==> src/rtl/cap_pkg.sv <==
package cap_pkg;
  localparam int unsigned CH_N   = 4;
  localparam int unsigned TS_W   = 16;
  localparam int unsigned REG_W  = 16;
  localparam int unsigned ADDR_W = 3;
  localparam int unsigned SYNC_N = 2;

  localparam logic [ADDR_W-1:0] ADDR_CTRL = 3'd0;
  localparam logic [ADDR_W-1:0] ADDR_STAT = 3'd1;
  localparam logic [ADDR_W-1:0] ADDR_FLAG = 3'd2;
  localparam int unsigned       ADDR_TOP0 = 4;

  localparam int unsigned TSEL_LSB = 2 * CH_N;
  localparam int unsigned IEN_LSB  = 12;
  localparam int unsigned STAT_LSB = 8;
  localparam logic [REG_W-1:0] CTRL_WMASK = 16'hF3FF;

  typedef enum logic [1:0] {
    EDGE_OFF  = 2'b00,
    EDGE_RISE = 2'b01,
    EDGE_FALL = 2'b10,
    EDGE_BOTH = 2'b11
  } edge_sel_e;

  typedef enum logic [1:0] {
    ST_EMPTY = 2'b00,
    ST_ONE   = 2'b01,
    ST_TWO   = 2'b10,
    ST_OVF   = 2'b11
  } stk_st_e;
endpackage

==> src/rtl/cap_edge_det.sv <==
module cap_edge_det
  import cap_pkg::*;
#(
  parameter int unsigned SYNC_LEN = SYNC_N
) (
  input  logic      clk_i,
  input  logic      rst_ni,
  input  logic      pin_i,
  input  edge_sel_e mode_i,
  output logic      hit_o
);
  // sh[SYNC_LEN-1] is the synchronized level, sh[SYNC_LEN] the previous one
  logic [SYNC_LEN:0] sh_q;
  logic cur, prv;

  always_ff @(posedge clk_i or negedge rst_ni) begin
    if (!rst_ni) sh_q <= '0;
    else         sh_q <= {sh_q[SYNC_LEN-1:0], pin_i};
  end

  assign cur = sh_q[SYNC_LEN-1];
  assign prv = sh_q[SYNC_LEN];

  always_comb begin
    unique case (mode_i)
      EDGE_RISE: hit_o = cur & ~prv;
      EDGE_FALL: hit_o = ~cur & prv;
      EDGE_BOTH: hit_o = cur ^ prv;
      default:   hit_o = 1'b0;
    endcase
  end
endmodule

==> src/rtl/cap_stack.sv <==
module cap_stack
  import cap_pkg::*;
#(
  parameter int unsigned W = TS_W
) (
  input  logic         clk_i,
  input  logic         rst_ni,
  input  logic         push_i,
  input  logic [W-1:0] push_val_i,
  input  logic         pop_i,
  input  logic         flush_i,
  output logic [W-1:0] top_o,
  output stk_st_e      st_o
);
  logic [W-1:0] top_q, bot_q, top_d, bot_d;
  stk_st_e st_q, st_d;

  always_comb begin
    top_d = top_q;
    bot_d = bot_q;
    st_d  = st_q;
    if (flush_i) begin
      st_d = ST_EMPTY;
    end else begin
      // pop before push so a same-cycle pair behaves as read then capture
      if (pop_i) begin
        unique case (st_q)
          ST_ONE:         st_d = ST_EMPTY;
          ST_TWO, ST_OVF: begin top_d = bot_q; st_d = ST_ONE; end
          default:        ;
        endcase
      end
      if (push_i) begin
        unique case (st_d)
          ST_EMPTY: begin top_d = push_val_i; st_d = ST_ONE; end
          ST_ONE:   begin bot_d = push_val_i; st_d = ST_TWO; end
          default:  begin top_d = bot_d; bot_d = push_val_i; st_d = ST_OVF; end
        endcase
      end
    end
  end

  always_ff @(posedge clk_i or negedge rst_ni) begin
    if (!rst_ni) begin
      top_q <= '0;
      bot_q <= '0;
      st_q  <= ST_EMPTY;
    end else begin
      top_q <= top_d;
      bot_q <= bot_d;
      st_q  <= st_d;
    end
  end

  assign top_o = top_q;
  assign st_o  = st_q;

  a_r6_empty_pop_keeps: assert property (@(posedge clk_i) disable iff (!rst_ni)
    (pop_i && !push_i && !flush_i && st_q == ST_EMPTY) |=> (st_q == ST_EMPTY && $stable(top_o)));

  a_r5_third_push_ovf: assert property (@(posedge clk_i) disable iff (!rst_ni)
    (push_i && !pop_i && !flush_i && (st_q == ST_TWO || st_q == ST_OVF)) |=> (st_q == ST_OVF));

  a_r4_second_push_keeps_top: assert property (@(posedge clk_i) disable iff (!rst_ni)
    (push_i && !pop_i && !flush_i && st_q == ST_ONE) |=> (st_q == ST_TWO && $stable(top_o)));

  a_r7_flush_empties: assert property (@(posedge clk_i) disable iff (!rst_ni)
    flush_i |=> (st_q == ST_EMPTY));
endmodule

==> src/rtl/cap_unit_top.sv <==
module cap_unit_top
  import cap_pkg::*;
(
  input  logic              clk_i,
  input  logic              rst_ni,
  input  logic [CH_N-1:0]   cap_i,
  input  logic [TS_W-1:0]   timer_a_i,
  input  logic [TS_W-1:0]   timer_b_i,
  input  logic [ADDR_W-1:0] addr_i,
  input  logic              wr_en_i,
  input  logic              rd_en_i,
  input  logic [REG_W-1:0]  wdata_i,
  output logic [REG_W-1:0]  rdata_o,
  output logic [CH_N-1:0]   irq_o
);
  localparam int unsigned ST_W = 2 * CH_N;

  logic [REG_W-1:0] ctrl_q;
  logic [CH_N-1:0]  flags_q, cap_hit, flag_clr;
  logic [ST_W-1:0]  stat_bits;
  logic [TS_W-1:0]  top_w [CH_N];

  always_ff @(posedge clk_i or negedge rst_ni) begin
    if (!rst_ni)                              ctrl_q <= '0;
    else if (wr_en_i && addr_i == ADDR_CTRL)  ctrl_q <= wdata_i & CTRL_WMASK;
  end

  assign flag_clr = (wr_en_i && addr_i == ADDR_FLAG) ? wdata_i[CH_N-1:0] : '0;

  for (genvar i = 0; i < CH_N; i++) begin : g_ch
    localparam logic [ADDR_W-1:0] TOP_ADDR = ADDR_W'(ADDR_TOP0 + i);
    edge_sel_e       mode;
    logic [TS_W-1:0] stamp;
    logic            pop, flush;
    stk_st_e         st;

    assign mode  = edge_sel_e'(ctrl_q[2*i +: 2]);
    assign stamp = ctrl_q[TSEL_LSB + i/2] ? timer_b_i : timer_a_i;
    assign pop   = rd_en_i && addr_i == TOP_ADDR;
    assign flush = wr_en_i && addr_i == ADDR_STAT && wdata_i[i];

    cap_edge_det u_det (
      .clk_i  (clk_i),
      .rst_ni (rst_ni),
      .pin_i  (cap_i[i]),
      .mode_i (mode),
      .hit_o  (cap_hit[i])
    );

    cap_stack #(.W(TS_W)) u_stk (
      .clk_i      (clk_i),
      .rst_ni     (rst_ni),
      .push_i     (cap_hit[i]),
      .push_val_i (stamp),
      .pop_i      (pop),
      .flush_i    (flush),
      .top_o      (top_w[i]),
      .st_o       (st)
    );

    assign stat_bits[2*i +: 2] = st;
    assign irq_o[i] = flags_q[i] & ctrl_q[IEN_LSB + i];

    a_r8_flag_on_capture: assert property (@(posedge clk_i) disable iff (!rst_ni)
      cap_hit[i] |=> flags_q[i]);

    a_r9_irq_masked: assert property (@(posedge clk_i) disable iff (!rst_ni)
      !ctrl_q[IEN_LSB + i] |-> !irq_o[i]);

    a_r2_off_no_flag_rise: assert property (@(posedge clk_i) disable iff (!rst_ni)
      (mode == EDGE_OFF && !flags_q[i]) |=> !flags_q[i]);
  end

  // set wins over a same-cycle clear
  always_ff @(posedge clk_i or negedge rst_ni) begin
    if (!rst_ni) flags_q <= '0;
    else         flags_q <= (flags_q & ~flag_clr) | cap_hit;
  end

  always_comb begin
    rdata_o = '0;
    if (addr_i[ADDR_W-1]) begin
      rdata_o = top_w[addr_i[1:0]];
    end else begin
      unique case (addr_i)
        ADDR_CTRL: rdata_o = ctrl_q;
        ADDR_STAT: rdata_o = {stat_bits, {STAT_LSB{1'b0}}};
        ADDR_FLAG: rdata_o = {{(REG_W-CH_N){1'b0}}, flags_q};
        default:   rdata_o = '0;
      endcase
    end
  end
endmodule

==> config.mk <==
export PLATFORM = sky130hd
export DESIGN_NAME = cap_unit_top
export DESIGN_NICKNAME = d
export VERILOG_FILES = /design/src/rtl/cap_pkg.sv /design/src/rtl/cap_edge_det.sv /design/src/rtl/cap_stack.sv /design/src/rtl/cap_unit_top.sv
export SDC_FILE = /design/constraint.sdc
export NUM_CORES = 1
export LEC_CHECK = 0
export ABC_AREA = 0
export BUFFER_PORTS_ARGS = -buffer_cell sky130_fd_sc_hd__buf_4
export CAP_MARGIN = 25
export CORE_ASPECT_RATIO = 1.75
export CORE_MARGIN = 2
export CORE_UTILIZATION = 40
export DETAILED_ROUTE_END_ITERATION = 10
export GPL_TIMING_DRIVEN = 0
export PLACE_DENSITY = 0.66
export SYNTH_ARGS = -nofsm -noshare
export SYNTH_HDL_FRONTEND = slang
export SYNTH_SLANG_ARGS = --single-unit
==> constraint.sdc <==
create_clock -name clk_i -period 3.7 [get_ports clk_i]
set_input_delay 0.37 -clock clk_i [delete_from_list [all_inputs] [get_ports clk_i]]
set_output_delay 0.37 -clock clk_i [all_outputs]
set_load 0.01 [all_outputs]
==> results of run 1 <==
[synth_stat cells, types with 8 or more instances]
library cell / number / share of area
a21oi_1: 99 / 0.055
a221o_1: 16 / 0.018
a31oi_1: 33 / 0.023
and2_1: 12 / 0.0084
buf_2: 32 / 0.018
clkbuf_1: 29 / 0.012
dfrtp_1: 166 / 0.46
ha_1: 8 / 0.011
inv_1: 21 / 0.0088
mux2_2: 14 / 0.018
mux2i_1: 44 / 0.049
mux4_2: 16 / 0.040
nand2_1: 91 / 0.038
nand3_1: 15 / 0.0084
nor2_1: 95 / 0.040
nor2b_1: 9 / 0.0063
nor3_1: 29 / 0.016
nor3b_1: 12 / 0.010
o21ai_0: 23 / 0.013
o221ai_1: 12 / 0.012
o2bb2ai_1: 8 / 0.0078
o32ai_1: 19 / 0.019
[through the flow]
stage	std cells	setup WS [ns]	power [W]	cell area, um2
final	1310	0.7581	0.008212	10470
after global routing	1310	0.6275	0.008690	10470
after CTS	1310	0.8267	0.008180	10470
after detailed placement	1279	1.089	0.006418	9897
after global placement	1278	1.091	0.006317	9862
after floorplan	908	1.590	0.005265	8936
[power by group]
group          switching [W]  internal (W)  leakage (nW)
Sequential          0.000684       0.00261          1.89
Combinational        0.00184       0.00132          2.21
Clock               0.000740       0.00102         0.268
Total                0.00326       0.00495          4.36
[worst max path at each step]
stage | slack [ns] | endpoint | cells past startpoint | startpoint
4_1_cts | 0.83 | rdata_o[15] | 6 | g_ch[3].u_stk.st_o[1]
6_report | 0.76 | rdata_o[15] | 6 | g_ch[3].u_stk.st_o[1]
3_5_place_dp | 1.09 | rdata_o[5] | 7 | addr_i[0]
3_3_place_gp | 1.09 | rdata_o[5] | 7 | addr_i[0]
2_1_floorplan | 1.59 | rdata_o[10] | 6 | addr_i[0]
5_1_grt | 0.63 | rdata_o[15] | 6 | g_ch[3].u_stk.st_o[1]
[kinds of logic (layout without fill, tap and decap cells)]
kind of cell | count (synthesis) | in the layout | synth area share
and+or+nand+nor | 295 | 295 | 0.1574
AOI/OAI and AO/OA | 273 | 273 | 0.2135
DFF | 166 | 166 | 0.4649
buffers and inverters | 92 | 198 | 0.04578
muxes | 74 | 74 | 0.1073
adders and majority gates | 8 | 8 | 0.01120
[worst max-delay path, stage by stage (launching register included)]
cell and delay (ns):
dfrtp_1 0.32, clkbuf_1 0.23, clkbuf_1 0.44, clkbuf_1 0.56, mux2i_1 0.15, o21ai_0 0.26
buf_4 0.18
[layer usage]
layer / global-route usage / vias to the layer above / part of all wire
li1: - / 3563 / -
met1: 0.2804 / 3799 / 0.37
met2: 0.4478 / 204 / 0.55
met3: 0.03253 / 80 / 0.024
met4: 0.1588 / 0 / 0.063
met5: 0 / - / 0
[flip-flops by register name, summed over array words and instances, names as in the netlist]
name              flops
g_ch.u_det.sh_q      12
flags_q               4
g_ch.u_stk.bot_q     64
ctrl_q               14
g_ch.u_stk.top_o     64
g_ch.u_stk.st_o       8
[timing repair]
| action | 4_1_cts | 5_1_grt |
|---|---|---|
| hold buffers | 1 | 0 |
| endpoints found under the hold margin | 73 | 0 |
| buffers inserted | 0 | 0 |
[final cells by class]
type | count | share of cell area
Multi-Input combinational cell | 650 | 0.4176
Sequential cell | 166 | 0.3967
Timing Repair Buffer | 76 | 0.05735
Clock buffer | 22 | 0.04433
Tap cell | 296 | 0.03536
Buffer | 70 | 0.03118
Clock inverter | 8 | 0.009677
Inverter | 22 | 0.007885
==> results.toml, run 1 <==
[floorplanning]
start_util = 0.4065
io_pins = 79
fp-row-count = 72
die_area_mm2 = 0.02360
die_x_um = 117.0
die_height_um = 201.7
coreArea_mm2 = 0.02198

[outcome]
status = "complete, no violations"

[timing]
tns_ns = 0
slew_viol_final = 0
max_freq_mhz = 339.9
hold_viol = 0
fin_crit_sh = 0.7951
fin_skew_ns = 0.007321
setup_viol = 0
relSlewSlack = 0.3529
period_minus_slack_ns = 2.942
worst_hold_slack_ns = 0.03663
worst_pin_slew_ns = 0.9706
rsz0062_at_grt = "false"

[clocking]
numCtsBuffers = 17
clkLatencyLatePin_ns = 0.44
clkSinkCount = 166
clock_path_buffers = 2
h-tree-depth = 4
cts_resized = 0
cts_tree = "yes"
cts-root-buf = "clkbuf_16"
path_clk_slew_ns = 0.06

[yosys]
synthesis.area_mm2 = 0.008936
ys.flop_type = "dfrtp_1"
async_flop_share = 1.000
synth_seq_area_share = 0.4649
avgSynthCellArea_um2 = 9.841
yosysWarnings = 0
synth_edf_count = 0
synth_cell_types = 65
syn_inst = 908
syn_nets = 975
synth_seq_cells = 166

[setup_path]
critical_path_class = "reg2out"
rr_worst_depth = 7
r2r-start = "g_ch[1].u_det.sh_q[1]"
rrSetupSlack_ns = 1.17
start_kind = "flop"
worst_ep_arrival_time_ns = 2.57
r2r-end = "g_ch[1].u_stk.top_o[11]"
crit_fanout = 10
cp-end-kind = "output pin"
crit_required_ns = 3.33

[hold_path]
whs_endpoint = "g_ch[3].u_det.sh_q[0]"
hp-class = "in2reg"
hold_depth = 1
min_from = "cap_i[3]"

[layout]
multiInputGateArea_mm2 = 0.004373
nets = 1070
most-common-layout-cells = "dfrtp_1, a21oi_1, nor2_1"
antenna_cells = 0
seq_area_mm2 = 0.004154
drive_gt1_frac = 0.1953
num-fill-cells = 2109
area_growth_pct = 17.19
fin_util = 0.4764
final_common_cell = "dfrtp_1"

[global_route]
grt_pass1_wl_mm = 44.63
track_usage = 0.2538
grt_max_degree = 94
antenna_found_initial = 0
grt-ovfl-total = 0
grt_pass1_vias = 7668

[route]
num_vias = 7646
final_antenna_net_count = 0
drt_iter0_drc = 554
dr.pass1.iters = 5
viasPerCell = 5.837
routed_wl_mm = 28.63
post-route-drc-count = 0
wl_per_cell_um = 21.85

[job]
cap_violations = 0

[power_and_ir_drop]
p_leak_nw = 4.362
ir_drop_mv = 0.3658
cellPowerDensity_mw_per_mm2 = 784.1

[placement]
gp_congestion = 0.9505
hpwlAfterDp_mm = 22.33
io_buffer_count = 74
Note: power is estimated with default switching activity, not from simulation.
==> run 2, diff against run 1 <==
PLACE_DENSITY = 0.68   (was 0.66)
clock period = 2.5 ns   (was 3.7 ns; I/O delays follow)
==> run 2 against run 1 <==
  * Clock power increased by 47%
  * Largest cell class unchanged
  * Cell count increased by 0.38%
  * Global-route usage about the same
  * Total power increased by 49%
  * Sequential power increased by 48%
==> results.toml, run 2 (synthesis gave the netlist of run 1 again) <==
[placement]
io_buffer_count = 74
hpwlAfterDp_mm = 22.05
post-place-ws_ns = 0.06689
gp_congestion = 0.9717

[layout]
area_growth_pct = 17.87
seq_area_mm2 = 0.004154
multiInputGateArea_mm2 = 0.004384
drive_gt1_frac = 0.2071
final_common_cell = "dfrtp_1"
nets = 1074
most-common-layout-cells = "dfrtp_1, a21oi_1, nor2_1"
antenna_cells = 0
fin_util = 0.4792
num-fill-cells = 2102

[global_route]
track_usage = 0.2542
antenna_found_initial = 0
grt-ovfl-total = 0
grt_pass1_wl_mm = 45.05
grt_pass1_vias = 8087
grt_max_degree = 115

[clocking]
clkSinkCount = 166
h-tree-depth = 4
cts-root-buf = "clkbuf_16"
clkLatencyLatePin_ns = 0.44
cts_setup_buffers = 0
numCtsBuffers = 17
cts_tree = "yes"
path_clk_slew_ns = 0.07
clock_path_buffers = 2

[setup_path]
crit_required_ns = 2.80
cp-end-kind = "flop"
start_kind = "flop"
worst_ep_arrival_time_ns = 2.72
max_stage_delay_ns = 0.62
critPathSlowestCell = "mux2i_1"
critical_path_class = "reg2reg"
crit_fanout = 10
cp_common_cell = "buf_2"
crit_chain = "buf_2, buf_2, mux2i_1, nor3_1, a2111oi_0, nor2_1"

[floorplanning]
die_x_um = 117.0
die_area_mm2 = 0.02360
coreArea_mm2 = 0.02198
start_util = 0.4065
io_pins = 79
die_height_um = 201.7
fp-row-count = 72

[route]
wl_met3_mm = 1.148
dr.pass1.iters = 5
wl_per_cell_um = 21.86
num_vias = 7819
drt_iter0_drc = 385
top_layer = "met4"
wl_met2_mm = 15.35
viasPerCell = 5.946
final_antenna_net_count = 0
routed_wl_mm = 28.75
post-route-drc-count = 0
wl_met1_mm = 10.02

[timing]
period_minus_slack_ns = 2.420
fin_crit_sh = 0.9680
setup_viol = 0
fin_skew_ns = 0.01246
rsz0062_at_grt = "false"
max_freq_mhz = 413.2
hold_viol = 0
tns_ns = 0
slew_viol_final = 0
relSlewSlack = 0.3696
worst_pin_slew_ns = 0.9415
fin_ws_ns = 0.08002

[hold_path]
hp-class = "in2reg"

[power_and_ir_drop]
ir_drop_mv = 0.3995
p_leak_nw = 4.408
cellPowerDensity_mw_per_mm2 = 1159

[job]
cap_violations = 0

[outcome]
status = "complete, no violations"
==> run 2: cell count changes in the layout (fill, tap and decap cells not counted), moves of 3 or more <==
cell / change
clkbuf_2: +5
clkbuf_1: -9
o21ai_1: -3
clkinv_4: +4
dlygate4sd3_1: +4
o21ai_2: +3
==> run 2: layout make-up <==
type,instances,share of cell area
multi-input cells,650,0.4163
well taps,296,0.03516
plain buffers,70,0.03196
flip-flops and latches,166,0.3944
clock buffers,18,0.04170
clock inverters,13,0.01188
repair buffers,80,0.06082
inverters,22,0.007840
==> run 2: final timing paths <==
check | cells after the start | from | slack [ns] | to
min reg2reg | 0 | g_ch[1].u_det.sh_q[0] | 0.35 | g_ch[1].u_det.sh_q[1]
max in group asynchronous | 3 | rst_ni | 1.25 | g_ch[3].u_stk.top_o[4]
min | 2 | wdata_i[12] | 0.05 | ctrl_q[12]
min in group asynchronous | 2 | rst_ni | 0.34 | ctrl_q[5]
max reg2reg | 6 | ctrl_q[9] | 0.08 | g_ch[3].u_stk.top_o[7]
max | 6 | ctrl_q[9] | 0.08 | g_ch[3].u_stk.top_o[7]
==> run 2: worst max-delay path: cells and delay by family, from the launching register on <==
family | cells | cell delay, ns
AOI/OAI and AO/OA | 1 | 0.45
buffers and inverters | 2 | 0.71
DFF | 1 | 0.31
muxes | 1 | 0.62
and+or+nand+nor | 2 | 0.18
==> run 2: power by group <==
| group | total [W] | internal [W] | switching, W |
|---|---|---|---|
| Combinational | 0.00476 | 0.00198 | 0.00278 |
| Sequential | 0.00487 | 0.00386 | 0.00101 |
| Clock | 0.00258 | 0.00141 | 0.00117 |
| Total | 0.0122 | 0.00724 | 0.00496 |
==> run 2: repair_timing <==
item	4_1_cts	5_1_grt
setup endpoints to repair	3	31
cloned	0	0
gates resized for setup	4	9
endpoints found under the hold margin	56	0
hold buffers	5	0
==> run 2: per-stage QoR <==
stage,total power (W),instances,hold WS (ns),cell area [um2]
after floorplan,0.007792,908,-0.04559,8936
after global placement,0.009362,1278,0.3338,9862
after detailed placement,0.009514,1279,0.1994,9897
after CTS,0.01211,1315,0.03532,10520
after global routing,0.01287,1315,0.04036,10530
final,0.01221,1315,0.04606,10530
==> run 2: metal layers <==
layer,GRT usage,vias up
met5,0,-
met4,0.1870,0
met3,0.02952,98
met2,0.4474,286
met1,0.2709,3864
li1,-,3571
==> run 3, diff against run 2 <==
--- a/config.mk
+++ b/config.mk
@@ -9,3 +9,2 @@
 export BUFFER_PORTS_ARGS = -buffer_cell sky130_fd_sc_hd__buf_4
-export CAP_MARGIN = 25
 export CORE_ASPECT_RATIO = 1.75
==> constraint.sdc (replaced) <==
create_clock -name clk_i -period 2.5 [get_ports clk_i]
set_input_delay 0.125 -clock clk_i [delete_from_list [all_inputs] [get_ports clk_i]]
set_output_delay 0.125 -clock clk_i [all_outputs]
set_load 0.01 [all_outputs]
==> run 3 against run 2 <==
  * Register-to-register slack better by 0.02 ns
  * Combinational power hardly changed
  * Sequential power about the same
  * Wire length is 0.63% higher
  * Clock-buffer cell count unchanged
  * First-iteration DRC count is 15% higher
  * Clock power is essentially flat
  * Critical endpoint is now rdata_o[11]
  * Largest power group unchanged
  * Highest routed layer unchanged
==> results.toml, run 3 (synthesis gave the netlist of run 1 again) <==
[hold_path]
hp-class = "in2reg"
min_from = "timer_a_i[11]"
hold_depth = 3
whs_endpoint = "g_ch[2].u_stk.bot_q[11]"

[outcome]
status = "complete, no violations"

[timing]
rsz0062_at_grt = "false"
fin_skew_ns = 0.01312
relSlewSlack = 0.3694
tns_ns = 0
hold_viol = 0
slew_viol_final = 0
fin_crit_sh = 0.9609
setup_viol = 0
period_minus_slack_ns = 2.402
worst_pin_slew_ns = 0.9459
max_freq_mhz = 416.3

[power_and_ir_drop]
ir_drop_mv = 0.4020
cellPowerDensity_mw_per_mm2 = 1146
p_leak_nw = 4.465
fin_total_pwr_w = 0.01224

[floorplanning]
io_pins = 79
die_height_um = 201.7
start_util = 0.4065
die_area_mm2 = 0.02360
fp-row-count = 72
die_x_um = 117.0
coreArea_mm2 = 0.02198

[global_route]
track_usage = 0.2547
grt_max_degree = 115
antenna_found_initial = 0
grt_pass1_vias = 8119
grt_pass1_wl_mm = 45.13
grt-ovfl-total = 0

[route]
dr.pass1.iters = 6
routed_wl_mm = 28.93
wl_per_cell_um = 21.75
wl_met1_mm = 10.15
drt_iter0_drc = 443
wl_met3_mm = 1.147
num_vias = 7959
top_layer = "met4"
viasPerCell = 5.984
final_antenna_net_count = 0
wl_met2_mm = 15.44
post-route-drc-count = 0

[clocking]
clkLatencyLatePin_ns = 0.44
clkSinkCount = 166
cts-root-buf = "clkbuf_16"
clock_path_buffers = 2
numCtsBuffers = 17
path_clk_slew_ns = 0.07
cts_tree = "yes"
h-tree-depth = 4

[placement]
place_area_mm2 = 0.009897
hpwlAfterDp_mm = 22.05
gp_congestion = 0.9717
io_buffer_count = 74

[setup_path]
rr_worst_depth = 6
rrSetupSlack_ns = 0.1
worst_ep_arrival_time_ns = 2.28
r2r-start = "ctrl_q[9]"
r2r-end = "g_ch[3].u_stk.top_o[7]"
crit_fanout = 10
crit_required_ns = 2.38
cp-end-kind = "output pin"
critical_path_class = "reg2out"
start_kind = "flop"

[layout]
drive_gt1_frac = 0.2031
fin_util = 0.4857
nets = 1089
area_growth_pct = 19.46
most-common-layout-cells = "dfrtp_1, a21oi_1, nor2_1"
final_common_cell = "dfrtp_1"
final_area_mm2 = 0.01068
antenna_cells = 0

[job]
cap_violations = 0
## run 3: cell types whose count changed in the layout (fill, tap and decap cells not counted), sizes merged
| cell | before | now |
|---|---|---|
| buf | 115 | 116 |
| dlygate4sd3 | 5 | 19 |
## run 3: report_power, final
group          switching [W]  leakage [nW]  total, W  internal, W
logic                0.00279          2.30   0.00479      0.00199
registers            0.00101          1.89   0.00487      0.00386
clock network        0.00118         0.278   0.00258      0.00141
## run 3: routing by layer
| layer | track usage | vias up |
|---|---|---|
| li1 | - | 3603 |
| met1 | 0.2708 | 3935 |
| met2 | 0.4486 | 321 |
| met3 | 0.03012 | 100 |
| met4 | 0.1870 | 0 |
| met5 | 0 | - |
## run 3: critical path, cell delays in order, from the launching register on
cell      delay, ns
dfrtp_1        0.40
clkbuf_1       0.40
clkbuf_2       0.34
nand2_1        0.09
o21ai_0        0.39
buf_4          0.21
## run 3: area by class of cell
cell class | instances | area (um2)
sequential | 166 | 4154
inverter | 22 | 82.58
clock inverter | 13 | 125.1
timing repair buffer | 95 | 788.3
tap | 296 | 370.4
multi-input combinational | 650 | 4384
clock buffer | 18 | 439.2
fill | 2082 | 11310
buffer | 70 | 331.6
## run 3: worst max path at each step
stage,start,end,slack (ns)
after floorplan,g_ch[1].u_det.sh_q[1],g_ch[1].u_stk.top_o[11],0.62
after CTS,g_ch[3].u_stk.st_o[1],rdata_o[15],0.02
after global routing,g_ch[1].u_stk.st_o[1],rdata_o[11],0.05
after detailed placement,g_ch[1].u_det.sh_q[1],g_ch[1].u_stk.top_o[4],0.07
final,g_ch[1].u_stk.st_o[1],rdata_o[11],0.1
after global placement,g_ch[1].u_det.sh_q[1],g_ch[1].u_stk.top_o[8],0.11
## run 3: repair_timing
| item | 4_1_cts | 5_1_grt |
|---|---|---|
| setup endpoints to repair | 2 | 31 |
| endpoints found under the hold margin | 73 | 0 |
| pin swaps | 0 | 1 |
| cloned | 0 | 0 |
| buffers inserted | 0 | 1 |
| hold buffers | 19 | 0 |
| gates resized for setup | 2 | 7 |
## run 3: metrics by stage
stage	worst slack, ns	std cells	hold WS, ns
3_5_place_dp	0.06689	1279	0.07444
6_report	0.09778	1330	0.07208
5_1_grt	0.04688	1330	0.1073
4_1_cts	0.02426	1329	0.06504
2_1_floorplan	0.6241	908	-0.1706
3_3_place_gp	0.1054	1278	0.2354
